**config.mk**
```make
export PLATFORM = sky130hd
export DESIGN_NAME = hs_pport
export DESIGN_NICKNAME = d
export VERILOG_FILES = /design/src/rtl/hs_pport.sv
export SDC_FILE = /design/constraint.sdc
export NUM_CORES = 1
export LEC_CHECK = 0
export BUFFER_PORTS_ARGS = -buffer_cell sky130_fd_sc_hd__buf_4
export CORE_MARGIN = 2
export CORE_UTILIZATION = 58
export DETAILED_ROUTE_END_ITERATION = 16
export PLACE_DENSITY_LB_ADDON = 0.08
export SLEW_MARGIN = 20
export SYNTH_ARGS = -nofsm -noshare
export SYNTH_HDL_FRONTEND = slang
export SYNTH_SLANG_ARGS = --single-unit
```
**constraint.sdc**
```tcl
create_clock -name clk -period 5.3 [get_ports clk]
set_clock_uncertainty 0.1 [all_clocks]
set_input_delay 0.265 -clock clk [delete_from_list [all_inputs] [get_ports clk]]
set_output_delay 0.265 -clock clk [all_outputs]
set_load 0.01 [all_outputs]
```
**src/rtl/hs_pport.sv**
```systemverilog
module hs_pport #(
  parameter int DW = 8,
  parameter int TW = 16
) (
  input  logic          clk,
  input  logic          rst_n,
  input  logic          cmd_wr,
  input  logic          cmd_rd,
  input  logic [DW-1:0] wr_data,
  input  logic [TW-1:0] tmo_limit,
  output logic          busy,
  output logic          err,
  output logic [DW-1:0] rd_data,
  output logic          rd_valid,
  output logic          prq,
  input  logic          pack,
  output logic [DW-1:0] pd_out,
  output logic          pd_oe,
  input  logic          prdy,
  output logic          pvld,
  input  logic [DW-1:0] pd_in
);

  typedef enum logic [2:0] {S_IDLE, S_OREQ, S_ODAT, S_IWAIT, S_IVLD} st_t;

  st_t           st, st_nx;
  logic [1:0]    ack_ff, rdy_ff;
  logic [TW-1:0] cnt;
  logic [DW-1:0] wbuf;
  logic          ack_s, rdy_s, tmo_hit;

  always_ff @(posedge clk or negedge rst_n)
    if (!rst_n) begin
      ack_ff <= '0;
      rdy_ff <= '0;
    end else begin
      ack_ff <= {ack_ff[0], pack};
      rdy_ff <= {rdy_ff[0], prdy};
    end

  assign ack_s   = ack_ff[1];
  assign rdy_s   = rdy_ff[1];
  assign tmo_hit = (tmo_limit != '0) && (cnt == tmo_limit - TW'(1));

  always_comb begin
    st_nx = st;
    case (st)
      S_IDLE:  if (cmd_wr) st_nx = S_OREQ;
               else if (cmd_rd) st_nx = S_IWAIT;
      S_OREQ:  if (ack_s) st_nx = S_ODAT;
               else if (tmo_hit) st_nx = S_IDLE;
      S_ODAT:  if (!ack_s) st_nx = S_IDLE;
      S_IWAIT: if (rdy_s) st_nx = S_IVLD;
      S_IVLD:  if (!rdy_s) st_nx = S_IDLE;
      default: st_nx = S_IDLE;
    endcase
  end

  always_ff @(posedge clk or negedge rst_n)
    if (!rst_n) begin
      st       <= S_IDLE;
      cnt      <= '0;
      wbuf     <= '0;
      rd_data  <= '0;
      rd_valid <= 1'b0;
      err      <= 1'b0;
    end else begin
      st       <= st_nx;
      rd_valid <= 1'b0;
      if (st == S_IDLE && (cmd_wr || cmd_rd)) err <= 1'b0;
      if (st == S_IDLE && cmd_wr) begin
        wbuf <= wr_data;
        cnt  <= '0;
      end
      if (st == S_OREQ && !ack_s) begin
        if (tmo_hit) err <= 1'b1;
        else         cnt <= cnt + TW'(1);
      end
      if (st == S_IVLD && !rdy_s) begin
        rd_data  <= pd_in;
        rd_valid <= 1'b1;
      end
    end

  assign busy   = (st != S_IDLE);
  assign prq    = (st == S_OREQ);
  assign pd_oe  = (st == S_ODAT);
  assign pvld   = (st == S_IVLD);
  assign pd_out = pd_oe ? wbuf : '0;

  AST_BUSY_FROM_CMD: assert property (@(posedge clk) disable iff (!rst_n)
    $rose(busy) |-> $past(cmd_wr || cmd_rd));
  AST_REQ_HOLD: assert property (@(posedge clk) disable iff (!rst_n)
    (prq && !ack_s && tmo_limit == '0) |=> prq);
  AST_OE_AFTER_ACK: assert property (@(posedge clk) disable iff (!rst_n)
    $rose(pd_oe) |-> $past(ack_ff[1]));
  AST_OE_NO_REQ: assert property (@(posedge clk) disable iff (!rst_n)
    !(pd_oe && prq));
  AST_DATA_STABLE: assert property (@(posedge clk) disable iff (!rst_n)
    pd_oe |=> (!pd_oe || $stable(pd_out)));
  AST_VLD_AFTER_RDY: assert property (@(posedge clk) disable iff (!rst_n)
    $rose(pvld) |-> $past(rdy_ff[1]));
  AST_RDV_PULSE: assert property (@(posedge clk) disable iff (!rst_n)
    rd_valid |=> !rd_valid);
  AST_ERR_NEEDS_LIMIT: assert property (@(posedge clk) disable iff (!rst_n)
    $rose(err) |-> $past(tmo_limit != '0));

endmodule

```
Word level (Yosys, flattened, before mapping)
Index checks and enable logic that the tools add are counted.
Storage, ports and cells
  word-level logic and storage cells: 48
  flip-flop bits (word level): 41
  input bits: 38
Cells by class
  multiplexer cells: 16
  equal/unequal tests: 10
  reduce and logical (&&, ||, !) cells: 12
  add/subtract/negate cells: 2
Operator list (count)
  16-bit 2-to-1 mux: 3
  3-bit 2-to-1 mux: 7
  16-bit by 1-bit adder with 16-bit output (second input constant): 1
  16-bit equality test: 1
  16-bit nonzero test: 1
  16-bit by 1-bit subtractor with 16-bit output (second input constant): 1
  3-bit one-hot mux with 5 select lines: 1
  8-bit 2-to-1 mux: 1
  3-bit by 2-bit equality test with 1-bit output (second input constant): 2
  2-bit inequality test (second input constant): 3
  1-bit logical AND: 5
  5-bit AND reduction: 1
  1-bit 2-to-1 mux: 4
  3-bit by 1-bit equality test with 1-bit output (second input constant): 1
  3-bit equality test (second input constant): 1
  3-bit logical NOT: 1
  3-bit by 1-bit inequality test with 1-bit output (second input constant): 1
  3-bit inequality test (second input constant): 1
  3-bit nonzero test: 1
  1-bit logical NOT: 2
  1-bit logical OR: 1

Logic depth before layout (Yosys ltp)
Gate-level depths: netlist (run 1).
  depth in word-level cells: 6
  gate-level depth with buffers: 12

Worst setup path after synthesis (run 1)
OpenSTA, ideal clock, no wires.
  path kind: input port to flip-flop
  start: in tmo_limit[3]
  end: reg cnt[12]
  arrival: 2.965 ns
  required time: 5.074 ns
  path buffers: 3
  stages on the path: 10
  path slack: 2.109 ns
  path through: or4_1 > buf_2 > or3_1 > or4_1 > a221o_1 > nor3_2 > a21oi_2 > buf_6 > buf_6 > a221o_1
Between the ends
  word-level cells in the longest chain between the ends: 5
  elaborated cells on any way between the ends: 6
  those cells by class: 1 x add/sub; 1 x eq/ne; 2 x mux; 2 x reduce/logical
RTL lines
  from (decl): RTL line 10  | input logic [TW-1:0] tmo_limit,
  16-bit by 1-bit subtractor with 16-bit output: RTL line 43  | assign tmo_hit = (tmo_limit != '0) && (cnt == tmo_limit - TW'(1));
  16-bit equality test: RTL line 43
  1-bit logical AND *: RTL line 43
  16-bit 2-to-1 mux *: RTL line 76  | if (tmo_hit) err <= 1'b1;
  16-bit 2-to-1 mux *: RTL line 75  | if (st == S_OREQ && !ack_s) begin
  to (signal assigned): RTL line 77  | else cnt <= cnt + TW'(1);
  to (decl): RTL line 28  | logic [TW-1:0] cnt;
Every way passes the cells marked *; elsewhere a longest branch is shown, timed or not.
A chain may end at the register's enable or synchronous reset.

Worst setup path after layout (run 1)
  start: in tmo_limit[0]
  end: reg cnt[0]
Same word-level chain as after synthesis.

==> results of run 1 <==
## worst max path at each step
stage                       from  slack [ps]  cells past startpoint  endpoint
floorplan           tmo_limit[3]        2110                     10   cnt[12]
global placement    tmo_limit[3]        1660                     10    cnt[0]
detailed placement  tmo_limit[0]        1570                     12    cnt[0]
CTS                       cnt[7]        1840                      9    cnt[0]
global route        tmo_limit[0]        1510                     12   cnt[11]
finish              tmo_limit[0]        1800                     12    cnt[0]
## synth_stat cells (all sizes together), types with 3 or more instances
cell / n
a21oi: 6
a221o: 9
and2: 9
and3: 14
buf: 5
clkbuf: 8
dfrtp: 41
ha: 3
inv: 9
mux2: 17
mux2i: 3
nand2: 15
nand2b: 9
nand3: 12
nor2: 15
nor3: 8
nor3b: 4
nor4: 4
o21ai: 10
or2: 4
or3: 8
or4: 4
xnor2: 13
xor2: 5
## power by group through the flow
stage | Sequential [mW] | Combinational (mW) | Clock, mW
CTS | 0.445 | 0.413 | 0.224
floorplan | 0.442 | 0.252 | 0
global route | 0.455 | 0.450 | 0.235
global placement | 0.444 | 0.400 | 0
detailed placement | 0.452 | 0.411 | 0
finish | 0.444 | 0.410 | 0.219
## timing repair
action / CTS / global route
hold endpoints to repair: 43 / 0
buffers inserted: 0 / 0
hold buffers: 3 / 0
gates resized for setup: 0 / 0
## kinds of logic (layout without fill, tap and decap cells)
| group | after synthesis | after routing |
|---|---|---|
| buf+inv | 22 | 80 |
| fa+ha+maj | 3 | 3 |
| compound gates | 45 | 45 |
| flops | 41 | 41 |
| xor+xnor | 18 | 18 |
| mux | 20 | 20 |
| simple gates | 117 | 117 |
## routing by layer
metal	track usage [%]	up-vias	share of wire, %
li1	-	1086	-
met1	32.0	1066	45
met2	37.1	81	48
met3	5.48	4	7.1
met4	4.70	0	0.53
met5	0	-	0
## final cells by class
class	instances	area, um^2
clock buffers	7	96.3
multi-input cells	203	1420
repair buffers	63	480
clock inverters	1	5.00
fillers	341	1160
inverters	9	33.8
flip-flops and latches	41	1030
well taps	52	65.1
## registers in the layout, summed over array words and instances (netlist names)
| register | count |
|---|---|
| cnt | 16 |
| rd_data | 8 |
| wbuf | 8 |
| st | 3 |
| ack_ff | 2 |
| rdy_ff | 2 |
| err | 1 |
| rd_valid | 1 |
## through the flow
stage          utilization, %  hold slack, ps
4_1_cts                  72.9            98.8
2_1_floorplan               -            -131
3_3_place_gp             69.8             168
6_report                 72.9             107
3_5_place_dp             69.8             166
5_1_grt                  72.9            97.3
==> results_dict.tcl, run 1 <==
set metrics [dict create \
    status "finished, final reports clean" \
    power_mw 1.07 \
    synth_xor_area_share_pct 6.18 \
    clock-sinks 41 \
    max_slew.worst_pin.slew_ps 800 \
    cp.buffers_inverters 3 \
    synth_compound_area_share_pct 13.3 \
    dp_hpwl_mm 4.22 \
    rsz0062_at_grt "no" \
    grt_pass1_wl_mm 9.24 \
    reg2reg_depth 9 \
    clkSlewWorstSetupHoldPaths_ps 80 \
    drt_wl_total_mm 5.51 \
    synth_top_family_by_area "simple AND/OR/NAND/NOR gates" \
    synth_top_cell_by_area "dfrtp_1" \
    layout_commonest_cell "buf_4" \
    grtUsageTotal_pct 23.1 \
    end_kind "register" \
    die_w_um 70.3 \
    avgSynthCellArea_um2 9.59 \
    via_per_inst 5.95 \
    dp.cells 365 \
    drtAntennaViolNets 0 \
    max_slew_margin_pct 45.3 \
    drt_iter0_drc 153 \
    grt_pass1_vias 2009 \
    arrival_ps 3630 \
    nNetsFinal 364 \
    final_area_um2 3130 \
    dr.pass1.iters 4 \
    finalHoldViolations 0 \
    fin_ws_ps 1800 \
    fmax_mhz 286 \
    worst-r2r-setup-slack_ps 1810 \
    wl_per_cell_um 14.7 \
    cts_root_buf "clkbuf_8" \
    yosysSeqAreaShare_pct 40.2 \
    rr_startpoint "cnt[7]" \
    grt_max_degree 42 \
    place.gp.congestion 0.895 \
    syn-num-nets 307 \
    swShare_pct 33.1 \
    setup_viol 0 \
    hp-start "wr_data[4]" \
    cp_data_required_time_ps 5430 \
    hold_path.class "in -> reg" \
    num_antenna_cells 0 \
    p_int_mw 0.719 \
    netlist_area_um2 2550 \
    fin_setup_tns_ps 0 \
    cp-start-kind "input pin" \
    vdd_drop_max_uv 382 \
    final_cell_mix "buf_4 (60), dfrtp_1 (41), mux2_2 (17)" \
    period_share_pct 66.0 \
    min_path_cells 2 \
    synth-simple-area-share_pct 26.1 \
    power_frac_seq_pct 41.4 \
    crit_chain "buf_4 > inv_1 > ha_1 > nor4b_1 > nand2_1 > o311ai_0 > nor2_1 > a2111oi_0 > a21oi_2 > buf_4 > a21oi_2 > mux2_2" \
    finalNonFillerCells 376 \
    p_clk_share_pct 20.4 \
    netlist.area_leader.share_pct 40.2 \
    comb_power_share_pct 38.2 \
    antenna_found_initial 0 \
    drc_errors 0 \
    ios 60 \
    p_leak_nw 1.42 \
    synthAdderAreaFrac_pct 1.47 \
    power.density_nw_per_um2 343 \
    die_h_um 70.3 \
    cp_max_fo 30 \
    dp_slack_ps 1570 \
    cts_buffer_depth 2 \
    yosys-top-cells-area "dfrtp_1 (40%), mux2_2 (7.5%), xnor2_1 (4.5%), a221o_1 (3.5%), and3_1 (3.4%)" \
    cts_buffers 5 \
    overflow 0 \
    p_switching_mw 0.355 \
    ys_ff_latch 41 \
    syn_inst 266 \
    synthMuxAreaShare_pct 8.68 \
    synth_edf_count 0 \
    max_stage_delay_ps 650 \
    cts_tree "built" \
    cp_slowest_cell "a2111oi_0" \
    ys_types 51 \
    drv_slew 0 \
    h-tree-depth 2 \
    max_cap_violations 0 \
    placed_area_um2 3000 \
    initial_utilization_pct 59.4 \
    critPathKind "in -> reg" \
    die_area_um2 4940 \
    clk_latency_ps 280 \
    io_buffer_count 59 \
    core_um2 4290 \
    rows 24 \
    synthFlopType "dfrtp_1" \
    r2r-end "cnt[0]" \
    critPathTopFamily "compound AO/OA/AOI/OAI gates" \
    ys.warnings.count 0 \
    fin_crit_ps 3500 \
    syn2layout_area_growth_pct 22.7 \
    min_to "wbuf[4]" \
    async_flop_share_pct 100 \
    vias 2237 \
    post_route_cells_drive_above_1_share_pct 29.0 \
]
Power figures use the tool's default switching activity.
==> run 2: changes to the inputs <==
CORE_UTILIZATION = 54   (was 58)
clock period = 3.3 ns   (was 5.3 ns; I/O delays follow)
==> results_dict.tcl, run 2 (synthesis results as in run 1) <==
set metrics [dict create \
    status "finished, final reports clean" \
    max_stage_delay_ps 610 \
    post_route_cells_drive_above_1_share_pct 32.0 \
    dp_hpwl_mm 4.48 \
    rsz0062_at_grt "no" \
    clk_latency_ps 280 \
    dr.pass1.iters 4 \
    p_switching_mw 0.592 \
    reg2reg_depth 9 \
    p_clk_share_pct 19.6 \
    cp.buffers_inverters 1 \
    vdd_drop_max_uv 414 \
    critPathTopFamily "simple AND/OR/NAND/NOR gates" \
    placed_area_um2 3130 \
    vias 2238 \
    post_cts_buffers 0 \
    layout_commonest_cell "buf_4" \
    fin_crit_ps 3060 \
    cp_max_fo 21 \
    crit_path_start "tmo_limit[3]" \
    syn2layout_area_growth_pct 28.1 \
    grtUsageTotal_pct 24.0 \
    fin_ws_ps 245 \
    core_um2 4440 \
    finalNonFillerCells 390 \
    die_w_um 72.7 \
    drt_iter0_drc 155 \
    period_share_pct 92.6 \
    die_area_um2 5290 \
    r2r-end "cnt[11]" \
    largest_register "cnt" \
    p_int_mw 1.19 \
    grt_pass1_wl_mm 10.0 \
    cts_root_buf "clkbuf_8" \
    final_cell_mix "buf_4 (72), dfrtp_1 (41), mux2_2 (17)" \
    h-tree-depth 2 \
    crit_end "cnt[11]" \
    drt_wl_total_mm 5.95 \
    io_buffer_count 59 \
    arrival_ps 3120 \
    crit_chain "buf_4 > or4_1 > or3_1 > or4_1 > a221o_1 > nor3_2 > a21oi_4 > and3_1 > a221o_1" \
    wl_per_cell_um 15.3 \
    critPathKind "in -> reg" \
    fmax_mhz 327 \
    cp_slowest_cell "or4_1" \
    cts_buffers 5 \
    power_mw 1.79 \
    drv_slew 0 \
    reg.largest.list "cnt: 16 flops, rd_data: 8 flops, wbuf: 8 flops" \
    cts_tree "built" \
    largest_register_ffs 16 \
    via_per_inst 5.74 \
    overflow 0 \
    clkSlewWorstSetupHoldPaths_ps 80 \
    grt_max_degree 42 \
    end_kind "register" \
    cp.depth 9 \
    final_area_um2 3270 \
    dp.cells 379 \
    p_leak_nw 1.50 \
    max_slew.worst_pin.slew_ps 764 \
    grt_pass1_vias 2198 \
    drc_errors 0 \
    drtAntennaViolNets 0 \
    cp-start-kind "input pin" \
    hold_path.class "in -> reg" \
    power_frac_seq_pct 40.1 \
    rr_startpoint "cnt[7]" \
    finalHoldViolations 0 \
    rows 24 \
    swShare_pct 33.2 \
    comb_power_share_pct 40.3 \
    cts_buffer_depth 2 \
    clock-sinks 41 \
    max_cap_violations 0 \
    power.density_nw_per_um2 546 \
    setup_viol 0 \
    cp_data_required_time_ps 3360 \
    ios 60 \
    antenna_found_initial 0 \
    max_slew_margin_pct 49.0 \
    nNetsFinal 378 \
    place.gp.congestion 0.924 \
    num_antenna_cells 0 \
    initial_utilization_pct 57.4 \
    die_h_um 72.7 \
    worst-r2r-setup-slack_ps 540 \
    dp_slack_ps -204 \
]
[run 2: changes by cell type in the layout (fill, tap and decap cells not counted)]
cell / before / now
a21oi_4: 0 / 1
a21oi_2: 2 / 1
buf_12: 0 / 2
buf_4: 60 / 72
[run 2: repair_timing]
| item | 4_1_cts | 5_1_grt |
|---|---|---|
| endpoints found under the setup margin | 0 | 6 |
| endpoints found under the hold margin | 43 | 0 |
| resized for setup | 0 | 1 |
| hold buffers | 3 | 0 |
[run 2: cell type report]
class	count	area (um^2)
fill	359	1180
tap	52	65.1
inverter	9	33.8
clock inverter	1	5.00
clock buffer	7	96.3
timing repair buffer	77	611
multi-input combinational	203	1430
sequential	41	1030
[run 2: metrics by stage]
step	hold WS (ps)	util (%)	setup TNS, ps
floorplan	-231	-	0
detailed placement	74.0	70.4	-1720
CTS	2.22	73.3	0
global placement	74.9	70.4	-738
finish	5.31	73.5	0
global route	2.61	73.5	0
[run 2: metal layers]
| layer | GRT usage, % | wire (um) |
|---|---|---|
| met1 | 32.9 | 2730 |
| met2 | 40.3 | 2970 |
| met3 | 4.14 | 217 |
| met4 | 4.53 | 37 |
| met5 | 0 | 0 |
[run 2: worst min path at each step]
stage / startpoint / endpoint / slack (ps) / cells after the start
4_1_cts: pd_in[6] / rd_data[6] / 2 / 2
6_report: pd_in[6] / rd_data[6] / 5 / 2
3_5_place_dp: rst_n / cnt[12] / 70 / 1
5_1_grt: wr_data[7] / wbuf[7] / 3 / 2
2_1_floorplan: rst_n / ack_ff[0] / -230 / 0
3_3_place_gp: rst_n / cnt[15] / 70 / 1
[run 2: power groups by stage]
stage          Sequential, mW  Combinational (mW)  Clock (mW)
4_1_cts                 0.715               0.720       0.360
5_1_grt                 0.733               0.787       0.382
3_5_place_dp            0.723               0.711           0
3_3_place_gp            0.713               0.691           0
6_report                0.717               0.719       0.349
2_1_floorplan           0.710               0.404           0
==> run 3: changes to the inputs <==
ABC_AREA = 0   (was not set)
CAP_MARGIN = 20   (was not set)
CORE_UTILIZATION = 26   (was 54)
==> results_dict.tcl, run 3 (synthesis results as in run 1) <==
set metrics [dict create \
    status "finished, final reports clean" \
    dp.cells 455 \
    ctsHoldBuffers 19 \
    max_cap_violations 0 \
    dr.pass1.iters 4 \
    swShare_pct 31.8 \
    num_antenna_cells 0 \
    place.gp.congestion 0.720 \
    post_route_cells_drive_above_1_share_pct 29.5 \
    via_per_inst 4.70 \
    cp_data_required_time_ps 3380 \
    fin_crit_ps 2960 \
    power.density_nw_per_um2 551 \
    initial_utilization_pct 26.5 \
    fin_setup_tns_ps 0 \
    drc_errors 0 \
    setup_viol 0 \
    syn2layout_area_growth_pct 38.5 \
    clkSlewWorstSetupHoldPaths_ps 90 \
    layout_commonest_cell "buf_4" \
    power_frac_seq_pct 36.5 \
    p_switching_mw 0.617 \
    clk_latency_ps 300 \
    grt_max_degree 42 \
    nNetsFinal 389 \
    io_buffer_count 59 \
    die_w_um 103 \
    antenna_found_initial 0 \
    vias 2267 \
    clock-sinks 41 \
    p_int_mw 1.33 \
    post_cts_buffers 0 \
    period_share_pct 89.6 \
    finalNonFillerCells 482 \
    largest_register "cnt" \
    overflow 0 \
    cp_max_fo 20 \
    drtAntennaViolNets 0 \
    fmax_mhz 338 \
    ios 60 \
    comb_power_share_pct 37.8 \
    cp-start-kind "input pin" \
    hold_path.class "in -> reg" \
    end_kind "register" \
    die_area_um2 10600 \
    cts_buffer_depth 2 \
    finalHoldViolations 0 \
    drt_iter0_drc 46 \
    core_um2 9640 \
    rsz0062_at_grt "no" \
    critPathKind "in -> reg" \
    p_leak_nw 1.56 \
    grt_pass1_vias 2125 \
    grtUsageTotal_pct 12.7 \
    cts_resized 0 \
    grt_pass1_wl_mm 10.6 \
    h-tree-depth 2 \
    cts_root_buf "clkbuf_8" \
    max_slew.worst_pin.slew_ps 783 \
    drt_wl_total_mm 6.62 \
    final_cell_mix "buf_4 (66), dfrtp_1 (41), dlygate4sd3_1 (19)" \
    max_slew_margin_pct 47.7 \
    drv_slew 0 \
    vdd_drop_max_uv 238 \
    cts_tree "built" \
    cts_buffers 5 \
    die_h_um 103 \
    wl_per_cell_um 13.7 \
    p_clk_share_pct 25.7 \
    arrival_ps 3040 \
    largest_register_ffs 16 \
    reg.largest.list "cnt: 16 flops, rd_data: 8 flops, wbuf: 8 flops" \
    rows 36 \
    dp_hpwl_mm 4.93 \
]
[run 3: changes by cell type in the layout (fill, tap and decap cells not counted), sizes merged]
cell / previous run / this run
bufinv: 0 / 2
clkinv: 1 / 0
buf: 74 / 69
clkbuf: 7 / 5
inv: 9 / 10
dlygate4sd3: 3 / 19
[run 3: power groups by stage]
stage          registers (mW)  logic [mW]  clock network, mW
5_1_grt                 0.729       0.810              0.538
3_5_place_dp            0.721       0.730                  0
3_3_place_gp            0.720       0.729                  0
4_1_cts                 0.711       0.751              0.521
6_report                0.709       0.736              0.500
2_1_floorplan           0.710       0.404                  0
[run 3: final timing paths]
kind | startpoint | to | slack (ps) | cells past startpoint
max | tmo_limit[2] | cnt[13] | 340 | 10
min | cmd_rd | st[0] | 50 | 3
max reg2reg | cnt[7] | cnt[13] | 410 | 10
min reg2reg | ack_ff[0] | ack_ff[1] | 260 | 0
max in group asynchronous | rst_n | wbuf[1] | 2420 | 2
min in group asynchronous | rst_n | cnt[3] | 290 | 2
[run 3: cell type report]
| class | instances | area, um^2 |
|---|---|---|
| Clock inverter | 3 | 68.8 |
| Clock buffer | 5 | 68.8 |
| Timing Repair Buffer | 88 | 746 |
| Tap cell | 133 | 166 |
| Multi-Input combinational cell | 203 | 1420 |
| Fill cell | 1021 | 6110 |
| Sequential cell | 41 | 1030 |
| Inverter | 9 | 33.8 |
[run 3: per-layer routing]
| layer | global-route usage, % | wire, um | vias to the layer above |
|---|---|---|---|
| met2 | 20.9 | 3160 | 36 |
| met4 | 2.83 | 64 | 0 |
| met3 | 1.97 | 231 | 5 |
| li1 | - | - | 1128 |
| met1 | 17.6 | 3170 | 1098 |
| met5 | 0 | 0 | - |
[run 3: through the flow]
| stage | util [%] | hold slack [ps] | power (mW) | area, um^2 | setup WS [ps] |
|---|---|---|---|---|---|
| after floorplan | - | -231 | 1.11 | 2550 | 209 |
| after global placement | 33.2 | 109 | 1.45 | 3200 | 66.5 |
| after detailed placement | 33.2 | 105 | 1.45 | 3200 | 12.7 |
| after CTS | 36.6 | 34.6 | 1.98 | 3530 | 301 |
| after global routing | 36.6 | 98.1 | 2.08 | 3530 | 197 |
| final | 36.6 | 46.9 | 1.94 | 3530 | 344 |
[run 3: critical path, cell delays in order]
cell and delay, ps:
buf_4 130, or4_1 540, or3_1 380, or4_1 510, a221o_1 350, nor3_2 220, a21oi_2 140, buf_12 170
and3_1 170, a221o_1 250
